## config.mk

```make
export PLATFORM = sky130hd
export DESIGN_NAME = credtrk_top
export DESIGN_NICKNAME = d
export VERILOG_FILES = /design/src/rtl/credtrk_pkg.sv /design/src/rtl/credtrk_inflight.sv /design/src/rtl/credtrk_credit.sv /design/src/rtl/credtrk_lane.sv /design/src/rtl/credtrk_top.sv
export SDC_FILE = /design/constraint.sdc
export NUM_CORES = 1
export LEC_CHECK = 0
export ABC_AREA = 0
export CORE_ASPECT_RATIO = 1.1
export CORE_UTILIZATION = 51
export CTS_CLUSTER_DIAMETER = 60
export DETAILED_ROUTE_END_ITERATION = 8
export PLACE_DENSITY = 0.84
export SYNTH_ARGS = -nofsm -noshare
export SYNTH_HDL_FRONTEND = slang
export SYNTH_SLANG_ARGS = --single-unit
```

## constraint.sdc

```tcl
create_clock -name clk -period 8.65 [get_ports clk]
set_input_delay 1.73 -clock clk [delete_from_list [all_inputs] [get_ports clk]]
set_output_delay 1.73 -clock clk [all_outputs]
set_load 0.03 [all_outputs]
```

## src/rtl/credtrk_pkg.sv

```systemverilog
package credtrk_pkg;

    typedef enum logic [0:0] {
        LANE_RUN  = 1'b0,
        LANE_HOLD = 1'b1
    } lane_st_e;

    typedef enum logic [2:0] {
        WHY_NONE = 3'd0,
        WHY_ROB  = 3'd1,
        WHY_IQ   = 3'd2,
        WHY_LQ   = 3'd3,
        WHY_SQ   = 3'd4,
        WHY_REGS = 3'd5,
        WHY_EXT  = 3'd6
    } why_e;

endpackage

```

## src/rtl/credtrk_inflight.sv

```systemverilog
module credtrk_inflight #(
    parameter int CW = 6,
    parameter int AW = 3
) (
    input  logic          clk,
    input  logic          rst_n,
    input  logic [AW-1:0] inc,
    input  logic [AW-1:0] dec,
    output logic [CW-1:0] count
);
    logic [CW-1:0] cnt_q;
    logic [CW:0]   sum;
    logic [CW:0]   dec_x;
    logic [CW:0]   nxt;

    always_comb begin
        sum   = {1'b0, cnt_q} + {{(CW + 1 - AW){1'b0}}, inc};
        dec_x = {{(CW + 1 - AW){1'b0}}, dec};
        nxt   = sum - dec_x;
    end

    always_ff @(posedge clk or negedge rst_n) begin
        if (!rst_n) cnt_q <= '0;
        else        cnt_q <= nxt[CW-1:0];
    end

    assign count = cnt_q;


    inflight_no_underflow_chk: assert property (@(posedge clk) disable iff (!rst_n)
        sum >= dec_x);

endmodule

```

## src/rtl/credtrk_credit.sv

```systemverilog
module credtrk_credit #(
    parameter int CW   = 6,
    parameter int AW   = 3,
    parameter int INIT = 8
) (
    input  logic                clk,
    input  logic                rst_n,
    input  logic                rpt_vld,
    input  logic [CW-1:0]       rpt_free,
    input  logic [CW-1:0]       inflight,
    input  logic [AW-1:0]       drained,
    output logic signed [CW+1:0] eff
);
    logic [CW-1:0] stored_q;
    logic [CW-1:0] cur;

    always_ff @(posedge clk or negedge rst_n) begin
        if (!rst_n)       stored_q <= CW'(INIT);
        else if (rpt_vld) stored_q <= rpt_free;
    end

    always_comb begin
        cur = rpt_vld ? rpt_free : stored_q;
        eff = $signed({2'b00, cur})
            - $signed({2'b00, inflight})
            + $signed({{(CW + 2 - AW){1'b0}}, drained});
    end


    credit_hold_chk: assert property (@(posedge clk) disable iff (!rst_n)
        !rpt_vld |=> $stable(stored_q));

endmodule

```

## src/rtl/credtrk_lane.sv

```systemverilog
module credtrk_lane
    import credtrk_pkg::*;
#(
    parameter int CW       = 6,
    parameter int AW       = 3,
    parameter int ROB_INIT = 32,
    parameter int IQ_INIT  = 16,
    parameter int LQ_INIT  = 8,
    parameter int SQ_INIT  = 8
) (
    input  logic          clk,
    input  logic          rst_n,
    input  logic          rob_vld,
    input  logic [CW-1:0] rob_free,
    input  logic          rob_emp_in,
    input  logic          iq_vld,
    input  logic [CW-1:0] iq_free,
    input  logic          lsq_vld,
    input  logic [CW-1:0] lq_free,
    input  logic [CW-1:0] sq_free,
    input  logic [AW-1:0] d_all,
    input  logic [AW-1:0] d_ld,
    input  logic [AW-1:0] d_st,
    input  logic [AW-1:0] r_all,
    input  logic [AW-1:0] r_ld,
    input  logic [AW-1:0] r_st,
    input  logic [AW-1:0] avail,
    input  logic          xstall,
    input  logic          noregs,
    input  logic          hd_ld,
    input  logic          hd_st,
    output logic [AW-1:0] allow,
    output logic          ld_ok,
    output logic          st_ok,
    output logic          stall,
    output logic          held,
    output logic [2:0]    why,
    output logic          rob_empty
);
    localparam int EW = CW + 2;

    logic [CW-1:0] ip_all, ip_ld, ip_st;
    logic signed [EW-1:0] e_rob, e_iq, e_lq, e_sq, min_f, avail_s;
    logic rob_out, iq_out, lq_out, sq_out, min_out, clamp, stall_now;
    lane_st_e state_q, state_d;
    logic rob_empty_q;

    credtrk_inflight #(.CW(CW), .AW(AW)) u_ip_all (
        .clk(clk), .rst_n(rst_n), .inc(r_all), .dec(d_all), .count(ip_all));
    credtrk_inflight #(.CW(CW), .AW(AW)) u_ip_ld (
        .clk(clk), .rst_n(rst_n), .inc(r_ld), .dec(d_ld), .count(ip_ld));
    credtrk_inflight #(.CW(CW), .AW(AW)) u_ip_st (
        .clk(clk), .rst_n(rst_n), .inc(r_st), .dec(d_st), .count(ip_st));

    credtrk_credit #(.CW(CW), .AW(AW), .INIT(ROB_INIT)) u_rob (
        .clk(clk), .rst_n(rst_n), .rpt_vld(rob_vld), .rpt_free(rob_free),
        .inflight(ip_all), .drained(d_all), .eff(e_rob));
    credtrk_credit #(.CW(CW), .AW(AW), .INIT(IQ_INIT)) u_iq (
        .clk(clk), .rst_n(rst_n), .rpt_vld(iq_vld), .rpt_free(iq_free),
        .inflight(ip_all), .drained(d_all), .eff(e_iq));
    credtrk_credit #(.CW(CW), .AW(AW), .INIT(LQ_INIT)) u_lq (
        .clk(clk), .rst_n(rst_n), .rpt_vld(lsq_vld), .rpt_free(lq_free),
        .inflight(ip_ld), .drained(d_ld), .eff(e_lq));
    credtrk_credit #(.CW(CW), .AW(AW), .INIT(SQ_INIT)) u_sq (
        .clk(clk), .rst_n(rst_n), .rpt_vld(lsq_vld), .rpt_free(sq_free),
        .inflight(ip_st), .drained(d_st), .eff(e_sq));

    always_ff @(posedge clk or negedge rst_n) begin
        if (!rst_n)       rob_empty_q <= 1'b1;
        else if (rob_vld) rob_empty_q <= rob_emp_in;
    end

    always_comb begin
        rob_out   = (e_rob <= 0);
        iq_out    = (e_iq  <= 0);
        lq_out    = (e_lq  <= 0);
        sq_out    = (e_sq  <= 0);
        min_f     = (e_iq < e_rob) ? e_iq : e_rob;
        min_out   = (min_f <= 0);
        avail_s   = $signed({{(EW - AW){1'b0}}, avail});
        clamp     = !min_out && (min_f < avail_s);
        stall_now = xstall | rob_out | iq_out | (lq_out & sq_out) | noregs;
    end

    // state register
    always_ff @(posedge clk or negedge rst_n) begin
        if (!rst_n) state_q <= LANE_RUN;
        else        state_q <= state_d;
    end

    // next state
    always_comb begin
        state_d = state_q;
        unique case (state_q)
            LANE_RUN:  if (stall_now || clamp) state_d = LANE_HOLD;
            LANE_HOLD: if (!stall_now)         state_d = LANE_RUN;
            default:   state_d = LANE_RUN;
        endcase
    end

    // outputs
    always_comb begin
        allow = '0;
        unique case (state_q)
            LANE_RUN: begin
                if (!stall_now)
                    allow = clamp ? min_f[AW-1:0] : avail;
            end
            LANE_HOLD: allow = '0;
            default:   allow = '0;
        endcase

        if (xstall)                 why = WHY_EXT;
        else if (rob_out)           why = WHY_ROB;
        else if (iq_out)            why = WHY_IQ;
        else if (lq_out && sq_out)  why = WHY_LQ;
        else if (noregs)            why = WHY_REGS;
        else if (clamp)             why = (e_iq < e_rob) ? WHY_IQ : WHY_ROB;
        else if (hd_ld && lq_out)   why = WHY_LQ;
        else if (hd_st && sq_out)   why = WHY_SQ;
        else                        why = WHY_NONE;
    end

    assign ld_ok     = !lq_out;
    assign st_ok     = !sq_out;
    assign stall     = stall_now;
    assign held      = (state_q == LANE_HOLD);
    assign rob_empty = rob_empty_q;


    allow_le_avail_chk: assert property (@(posedge clk) disable iff (!rst_n)
        allow <= avail);


    allow_zero_on_stall_chk: assert property (@(posedge clk) disable iff (!rst_n)
        stall_now |-> (allow == '0));


    clamp_then_hold_chk: assert property (@(posedge clk) disable iff (!rst_n)
        (allow != '0 && allow < avail) |=> held);


    rob_empty_keep_chk: assert property (@(posedge clk) disable iff (!rst_n)
        !rob_vld |=> $stable(rob_empty));

endmodule

```

## src/rtl/credtrk_top.sv

```systemverilog
module credtrk_top #(
    parameter int NT       = 2,
    parameter int CW       = 6,
    parameter int RW       = 4,
    parameter int ROB_INIT = 32,
    parameter int IQ_INIT  = 16,
    parameter int LQ_INIT  = 8,
    parameter int SQ_INIT  = 8,
    parameter int AW       = $clog2(RW + 1)
) (
    input  logic                   clk,
    input  logic                   rst_n,
    input  logic [NT-1:0]          rob_rpt_vld,
    input  logic [NT-1:0][CW-1:0]  rob_rpt_free,
    input  logic [NT-1:0]          rob_rpt_empty,
    input  logic [NT-1:0]          iq_rpt_vld,
    input  logic [NT-1:0][CW-1:0]  iq_rpt_free,
    input  logic [NT-1:0]          lsq_rpt_vld,
    input  logic [NT-1:0][CW-1:0]  lq_rpt_free,
    input  logic [NT-1:0][CW-1:0]  sq_rpt_free,
    input  logic [NT-1:0][AW-1:0]  disp_all,
    input  logic [NT-1:0][AW-1:0]  disp_ld,
    input  logic [NT-1:0][AW-1:0]  disp_st,
    input  logic [NT-1:0][AW-1:0]  ren_all,
    input  logic [NT-1:0][AW-1:0]  ren_ld,
    input  logic [NT-1:0][AW-1:0]  ren_st,
    input  logic [NT-1:0][AW-1:0]  avail,
    input  logic [NT-1:0]          ext_stall,
    input  logic [NT-1:0]          regs_none,
    input  logic [NT-1:0]          head_ld,
    input  logic [NT-1:0]          head_st,
    output logic [NT-1:0][AW-1:0]  allow,
    output logic [NT-1:0]          ld_ok,
    output logic [NT-1:0]          st_ok,
    output logic [NT-1:0]          stall,
    output logic [NT-1:0]          held,
    output logic [NT-1:0][2:0]     why,
    output logic [NT-1:0]          rob_empty
);
    for (genvar t = 0; t < NT; t++) begin : g_lane
        credtrk_lane #(
            .CW(CW), .AW(AW),
            .ROB_INIT(ROB_INIT), .IQ_INIT(IQ_INIT),
            .LQ_INIT(LQ_INIT), .SQ_INIT(SQ_INIT)
        ) u_lane (
            .clk(clk), .rst_n(rst_n),
            .rob_vld(rob_rpt_vld[t]), .rob_free(rob_rpt_free[t]),
            .rob_emp_in(rob_rpt_empty[t]),
            .iq_vld(iq_rpt_vld[t]), .iq_free(iq_rpt_free[t]),
            .lsq_vld(lsq_rpt_vld[t]), .lq_free(lq_rpt_free[t]),
            .sq_free(sq_rpt_free[t]),
            .d_all(disp_all[t]), .d_ld(disp_ld[t]), .d_st(disp_st[t]),
            .r_all(ren_all[t]), .r_ld(ren_ld[t]), .r_st(ren_st[t]),
            .avail(avail[t]), .xstall(ext_stall[t]), .noregs(regs_none[t]),
            .hd_ld(head_ld[t]), .hd_st(head_st[t]),
            .allow(allow[t]), .ld_ok(ld_ok[t]), .st_ok(st_ok[t]),
            .stall(stall[t]), .held(held[t]), .why(why[t]),
            .rob_empty(rob_empty[t])
        );
    end

endmodule

```

# Word-level counts from Yosys, hierarchy flattened
# Index checks and enable logic that the tools add are counted.
[totals] ff_bits=88 wordCells=128 romBits=0 ramBits=0 out_inout_bits=22 memories=0 input_bits=108 latchBits=0
[classes] mux=40 eq_ne=0 magnitude_cmp=14 n_mul=0 n_shift=0 n_div=0 reduce_logical=16 bitwise=12 add_sub_neg=28
[ops] op="<= comparator 8 x 1 -> 1 bit (second input constant)" count=10
[ops] op="adder 7 x 4 -> 8 bit" count=8
[ops] op="2-to-1 mux 3 bit" count=20
[ops] op="subtractor 6 x 6 -> 7 bit" count=8
[ops] op="2-to-1 mux 6 bit" count=8
[ops] op="adder 6 x 3 -> 6 bit" count=6
[ops] op="subtractor 6 x 3 -> 6 bit" count=6
[ops] op="< comparator 8 x 4 -> 1 bit" count=2
[ops] op="< comparator 8 bit" count=2
[ops] op="2-to-1 mux 8 bit" count=2
[ops] op="one-hot mux 3 bit (2 select lines)" count=2
[ops] op="logical AND 1 bit" count=8
[ops] op="bitwise OR 1 bit" count=8
[ops] op="logical NOT 1 bit" count=6
[ops] op="2-to-1 mux 1 bit" count=4
[ops] op="2-to-1 mux 2 bit" count=2
[ops] op="one-hot mux 1 bit (2 select lines)" count=2
[ops] op="bitwise AND 1 bit" count=2
[ops] op="logical OR 1 bit" count=2
[ops] op="NOT 1 bit" count=2

# Logic depth before layout (Yosys ltp)
[depth] depth_word=14 depth_mapped=25 depth_no_buf=23

# Hierarchy
# From an unflattened synthesis, not the netlist that was laid out.
[unflattened] cells_unflattened=963 area_unflattened_um2=9454.1
[by_module_without_submodules] module="credtrk_credit at g_lane[0].u_lane.u_iq ..." n_inst=7 seq_area_each_um2=151.4 cells_each=67 area_each_um2=676.9
[by_module_without_submodules] module="credtrk_inflight" n_inst=6 seq_area_each_um2=150.1 cells_each=41 area_each_um2=437.9
[by_module_without_submodules] module="credtrk_lane" n_inst=2 seq_area_each_um2=51.3 cells_each=91 area_each_um2=719.4
[by_module_without_submodules] module="credtrk_credit at g_lane[1].u_lane.u_iq" n_inst=1 seq_area_each_um2=151.4 cells_each=66 area_each_um2=649.4

# Worst setup path before layout
# OpenSTA, ideal clock, no wires.
[synth_timing] kind="input-to-output" startpoint="in rob_rpt_vld[1]" endpoint="out allow[3] (netlist bit)" stages=24 setup_slack_ps=-733 n_path_buf=1 required_time_ps=6920 arrival_time_ps=7653 path_cell_list="clkbuf_1 mux2i_1 ha_1 inv_1 fa_1 xor2_1 ha_1 and3_1 a211oi_1 nor2_1 nand3_1 o21ai_0 ha_1 nand3_1 or3_1 a21oi_2 nor2_1 a21oi_1 ha_1 o21ai_0 a31oi_1 a2111oi_4 nor2_1 a2111oi_1"
[synth_rtl] item="from (decl)" line="credtrk_top.sv:13" text="input logic [NT-1:0] rob_rpt_vld,"
[synth_rtl] item="to (decl)" line="credtrk_top.sv:32" text="output logic [NT-1:0][AW-1:0] allow,"

==> flow_results.xml <==
<?xml version="1.0" encoding="UTF-8"?>
<metrics>
  <group name="layout">
    <metric name="postLayoutCoreUtil" unit="%">73.38</metric>
    <metric name="area_growth_syn_to_fin" unit="%">41.03</metric>
    <metric name="insertedDiodeCount" unit="">0</metric>
    <metric name="finish.instance_area" unit="µm²">12970</metric>
    <metric name="fillers" unit="">1142</metric>
    <metric name="nets" unit="">1522</metric>
    <metric name="drive_gt1_share" unit="%">29.51</metric>
  </group>
  <group name="routing">
    <metric name="routedWlPerCell" unit="µm">17.39</metric>
    <metric name="firstDrtPassIters" unit="">5</metric>
    <metric name="wl" unit="µm">26000</metric>
    <metric name="route.vias.total" unit="">8221</metric>
    <metric name="antenna_left" unit="">0</metric>
    <metric name="first_iter_violations" unit="">348</metric>
    <metric name="detail_route.drc_violations" unit="">0</metric>
    <metric name="via_per_inst" unit="">5.499</metric>
  </group>
  <group name="outcome">
    <metric name="failed_checks" unit="">negative setup slack</metric>
    <metric name="status" unit="">finished with violations</metric>
  </group>
  <group name="clocking">
    <metric name="clock_root_buffer" unit="">clkbuf_16</metric>
    <metric name="cts_sinks" unit="">88</metric>
    <metric name="insertion_delay" unit="ps">360</metric>
    <metric name="cts-root-to-sink-buffers" unit="">2</metric>
    <metric name="htreeDepth" unit="">3</metric>
    <metric name="holdBufCountCts" unit="">0</metric>
    <metric name="tritoncts" unit="">done</metric>
    <metric name="clk_transition_reported_paths" unit="ps">70</metric>
    <metric name="cts_buffers" unit="">9</metric>
  </group>
  <group name="flow_run">
    <metric name="max_cap_viol_count" unit="">0</metric>
  </group>
  <group name="setup_path">
    <metric name="worstReg2RegStart" unit="">g_lane[1].u_lane.u_iq.stored_q[0]</metric>
    <metric name="critical_path_class" unit="">in -&gt; out</metric>
    <metric name="worstPathRequired" unit="ps">6920</metric>
    <metric name="worst_ep_arrival_time" unit="ps">6970</metric>
    <metric name="cp-start-kind" unit="">primary input</metric>
    <metric name="timing.critical_path.fanout_max" unit="">5</metric>
    <metric name="crit_path_end_kind" unit="">output port</metric>
    <metric name="worstSetupStartpoint" unit="">iq_rpt_free[9]</metric>
  </group>
  <group name="synth">
    <metric name="synth.cell_area" unit="µm²">9196</metric>
    <metric name="post_synth_edffs" unit="">0</metric>
    <metric name="ys_warn_count" unit="">0</metric>
    <metric name="ys_ff_latch" unit="">88</metric>
    <metric name="average_cell_area_after_synthesis" unit="µm²">9.384</metric>
    <metric name="synthCells" unit="">980</metric>
    <metric name="yosys_most_used_dff" unit="">dfrtp_1</metric>
    <metric name="ys_async_sr_fraction" unit="%">100.0</metric>
    <metric name="syn-num-nets" unit="">1250</metric>
    <metric name="synth_cell_types" unit="">85</metric>
    <metric name="synth.yosys.seq_area_share" unit="%">24.08</metric>
  </group>
  <group name="timing">
    <metric name="number_of_max_slew_violations_in_the_final_report" unit="">0</metric>
    <metric name="fmax" unit="MHz">115.0</metric>
    <metric name="slew_headroom" unit="%">47.26</metric>
    <metric name="post-route-worst-setup-slack" unit="ps">-48.18</metric>
    <metric name="period_utilization_post_route" unit="%">100.6</metric>
    <metric name="finalClockSkew" unit="ps">12.44</metric>
    <metric name="finalHoldViolations" unit="">0</metric>
    <metric name="worstMarginPinSlew" unit="ps">791.1</metric>
    <metric name="grt_setup_unrepaired" unit="">true</metric>
    <metric name="fin_tns_setup" unit="ps">-121.2</metric>
    <metric name="hold_slack" unit="ps">490.1</metric>
    <metric name="setup_viol" unit="">3</metric>
    <metric name="layout_min_cycle_time" unit="ps">8698</metric>
  </group>
  <group name="placed_design">
    <metric name="dp_hpwl" unit="µm">18150</metric>
    <metric name="finalWeightedCongestion" unit="">0.9211</metric>
    <metric name="area_after_detailed_placement" unit="µm²">11540</metric>
    <metric name="port_buffers" unit="">129</metric>
  </group>
  <group name="grt">
    <metric name="grt_start_max_net_pins" unit="">63</metric>
    <metric name="global_route.usage.total" unit="%">26.09</metric>
    <metric name="global_route_wire_length_before_repair" unit="µm">37880</metric>
    <metric name="vias_in_the_first_global_route" unit="">8280</metric>
    <metric name="grt_remaining_overflow" unit="">0</metric>
    <metric name="number_of_antenna_violations_at_the_first_check_in_global_routing" unit="">1</metric>
  </group>
  <group name="floorplanning">
    <metric name="rows" unit="">51</metric>
    <metric name="core" unit="µm²">17680</metric>
    <metric name="dieArea" unit="µm²">18570</metric>
    <metric name="boundaryPins" unit="">130</metric>
    <metric name="start_util" unit="%">52.03</metric>
    <metric name="die-width" unit="µm">130.0</metric>
    <metric name="die_h" unit="µm">142.8</metric>
  </group>
  <group name="min_path">
    <metric name="worstHoldPathType" unit="">reg -&gt; reg</metric>
    <metric name="hold_start" unit="">g_lane[0].u_lane.u_sq.stored_q[0]</metric>
  </group>
</metrics>
[layout by cell type, fill, tap and decap left out, types with 6 or more instances in the layout]
cell and instances:
nor2_1 42, or2_2 9, o21a_1 7, o21ai_0 13, a21oi_2 6, dfrtp_1 78, ha_1 112, inv_1 173
nor2b_1 13, mux2i_1 17, xnor2_1 49, o31ai_1 7, nand2b_1 17, nand3_1 8, buf_4 153, o21bai_1 10
mux2_2 38, o21ai_1 6, ha_4 11, nand2_1 16, clkbuf_16 9, fa_2 6, fa_1 28, nor3_1 7
xor2_1 11, buf_6 10, a21oi_1 38, a21o_1 26, clkdlybuf4s50_1 105, nor3b_1 9, nor3_2 7, dfstp_2 10
xor2_2 8
[critical path: stages]
cell and delay (ps):
clkdlybuf4s50_1 540, mux2_2 350, ha_1 380, or2_1 270
nand3_1 130, nand2_2 110, buf_4 150, nor3_2 180
xnor2_1 100, ha_1 360, buf_4 160, a41oi_2 260
and3_4 260, a21oi_4 90, buf_4 150, or3b_2 460
a21o_1 220, a2111oi_4 270, buf_4 210, buf_6 120
mux2i_4 220, nor3_2 60, buf_4 180
[cell families after synthesis]
kind of cell,share of synthesized area (%)
buffers and inverters,8.422
multiplexers,8.000
flip-flops,24.08
AO/OA/AOI/OAI,15.86
AND/OR/NAND/NOR,11.59
adder cells (fa/ha/maj),24.82
XOR/XNOR,7.225
[through the flow]
stage	std cells	setup slack, ps
after floorplan	980	4.853
after global placement	1435	-444.5
after detailed placement	1435	-591.7
after CTS	1477	-39.55
after global routing	1495	-236.9
final	1495	-48.18
[metal layers]
layer | part of all wire [%] | global-route usage [%]
met4 | 3.9 | 11.69
met1 | 39 | 29.58
met5 | 0.046 | 0
met2 | 53 | 47.82
met3 | 4.3 | 3.822
[layout make-up]
cell class | count | area [µm²] | share of cell area (%)
clock buffer | 11 | 232.7 | 1.794
clock inverter | 5 | 66.31 | 0.5113
inverter | 178 | 668.1 | 5.151
multi-input combinational | 696 | 7062 | 54.45
sequential | 88 | 2215 | 17.08
tap | 238 | 297.8 | 2.296
timing repair buffer | 279 | 2429 | 18.72
[Yosys cell counts (5+ instances only)]
cell | number | area [µm²]
o21a_1 | 7 | 52.55
mux2_2 | 43 | 484.2
o22ai_1 | 5 | 31.28
o211ai_1 | 5 | 37.54
ha_1 | 128 | 1602
inv_1 | 178 | 668.1
nand2_1 | 19 | 71.32
a21oi_1 | 46 | 230.2
o21ai_0 | 18 | 90.09
clkbuf_1 | 5 | 18.77
nor3b_1 | 9 | 67.56
nor3_1 | 14 | 70.07
mux2i_1 | 24 | 240.2
nand4b_1 | 5 | 43.79
o21bai_1 | 11 | 82.58
buf_4 | 10 | 75.07
xor2_1 | 20 | 175.2
nor2b_1 | 19 | 118.9
o31ai_1 | 7 | 52.55
o21ai_1 | 7 | 35.03
nand3b_1 | 5 | 37.54
xnor2_1 | 54 | 473.0
nor4_1 | 5 | 31.28
dfstp_2 | 10 | 262.8
fa_1 | 34 | 680.7
nand2b_1 | 17 | 106.4
or2_2 | 9 | 56.30
or3_1 | 5 | 31.28
nor2_1 | 48 | 180.2
a211oi_1 | 8 | 60.06
dfrtp_1 | 78 | 1952
nand3_1 | 11 | 55.05
a21o_1 | 26 | 195.2
[timing repair]
action	CTS	global route
pin swaps	42	57
resized for setup	74	114
setup endpoints to repair	12	12
setup buffers	26	18
endpoints found under the hold margin	0	0
[registers in the layout, summed over array words and instances, names as in the netlist]
name	cells
g_lane.u_lane.u_ip_all.count	12
g_lane.u_lane.u_ip_ld.count	12
g_lane.u_lane.u_ip_st.count	12
g_lane.u_lane.u_iq.stored_q	12
g_lane.u_lane.u_lq.stored_q	12
g_lane.u_lane.u_rob.stored_q	12
g_lane.u_lane.u_sq.stored_q	12
g_lane.u_lane.held	2
g_lane.u_lane.rob_empty	2
[path summary, 6_finish.rpt]
path	slack, ps	endpoint	cells after the start
setup / recovery	-50	allow[4]	23
hold / removal	490	g_lane[0].u_lane.u_sq.stored_q[0]	2
setup reg to reg	3600	g_lane[1].u_lane.held	22
hold reg to reg	490	g_lane[0].u_lane.u_sq.stored_q[0]	2
max in group asynchronous	6230	g_lane[0].u_lane.u_iq.stored_q[3]	2
min in group asynchronous	1280	g_lane[0].u_lane.u_ip_ld.count[1]	1
Power is left out: the tool's default activity adds up to more than one toggle a clock period on the data nets, which glitch-free logic cannot reach.
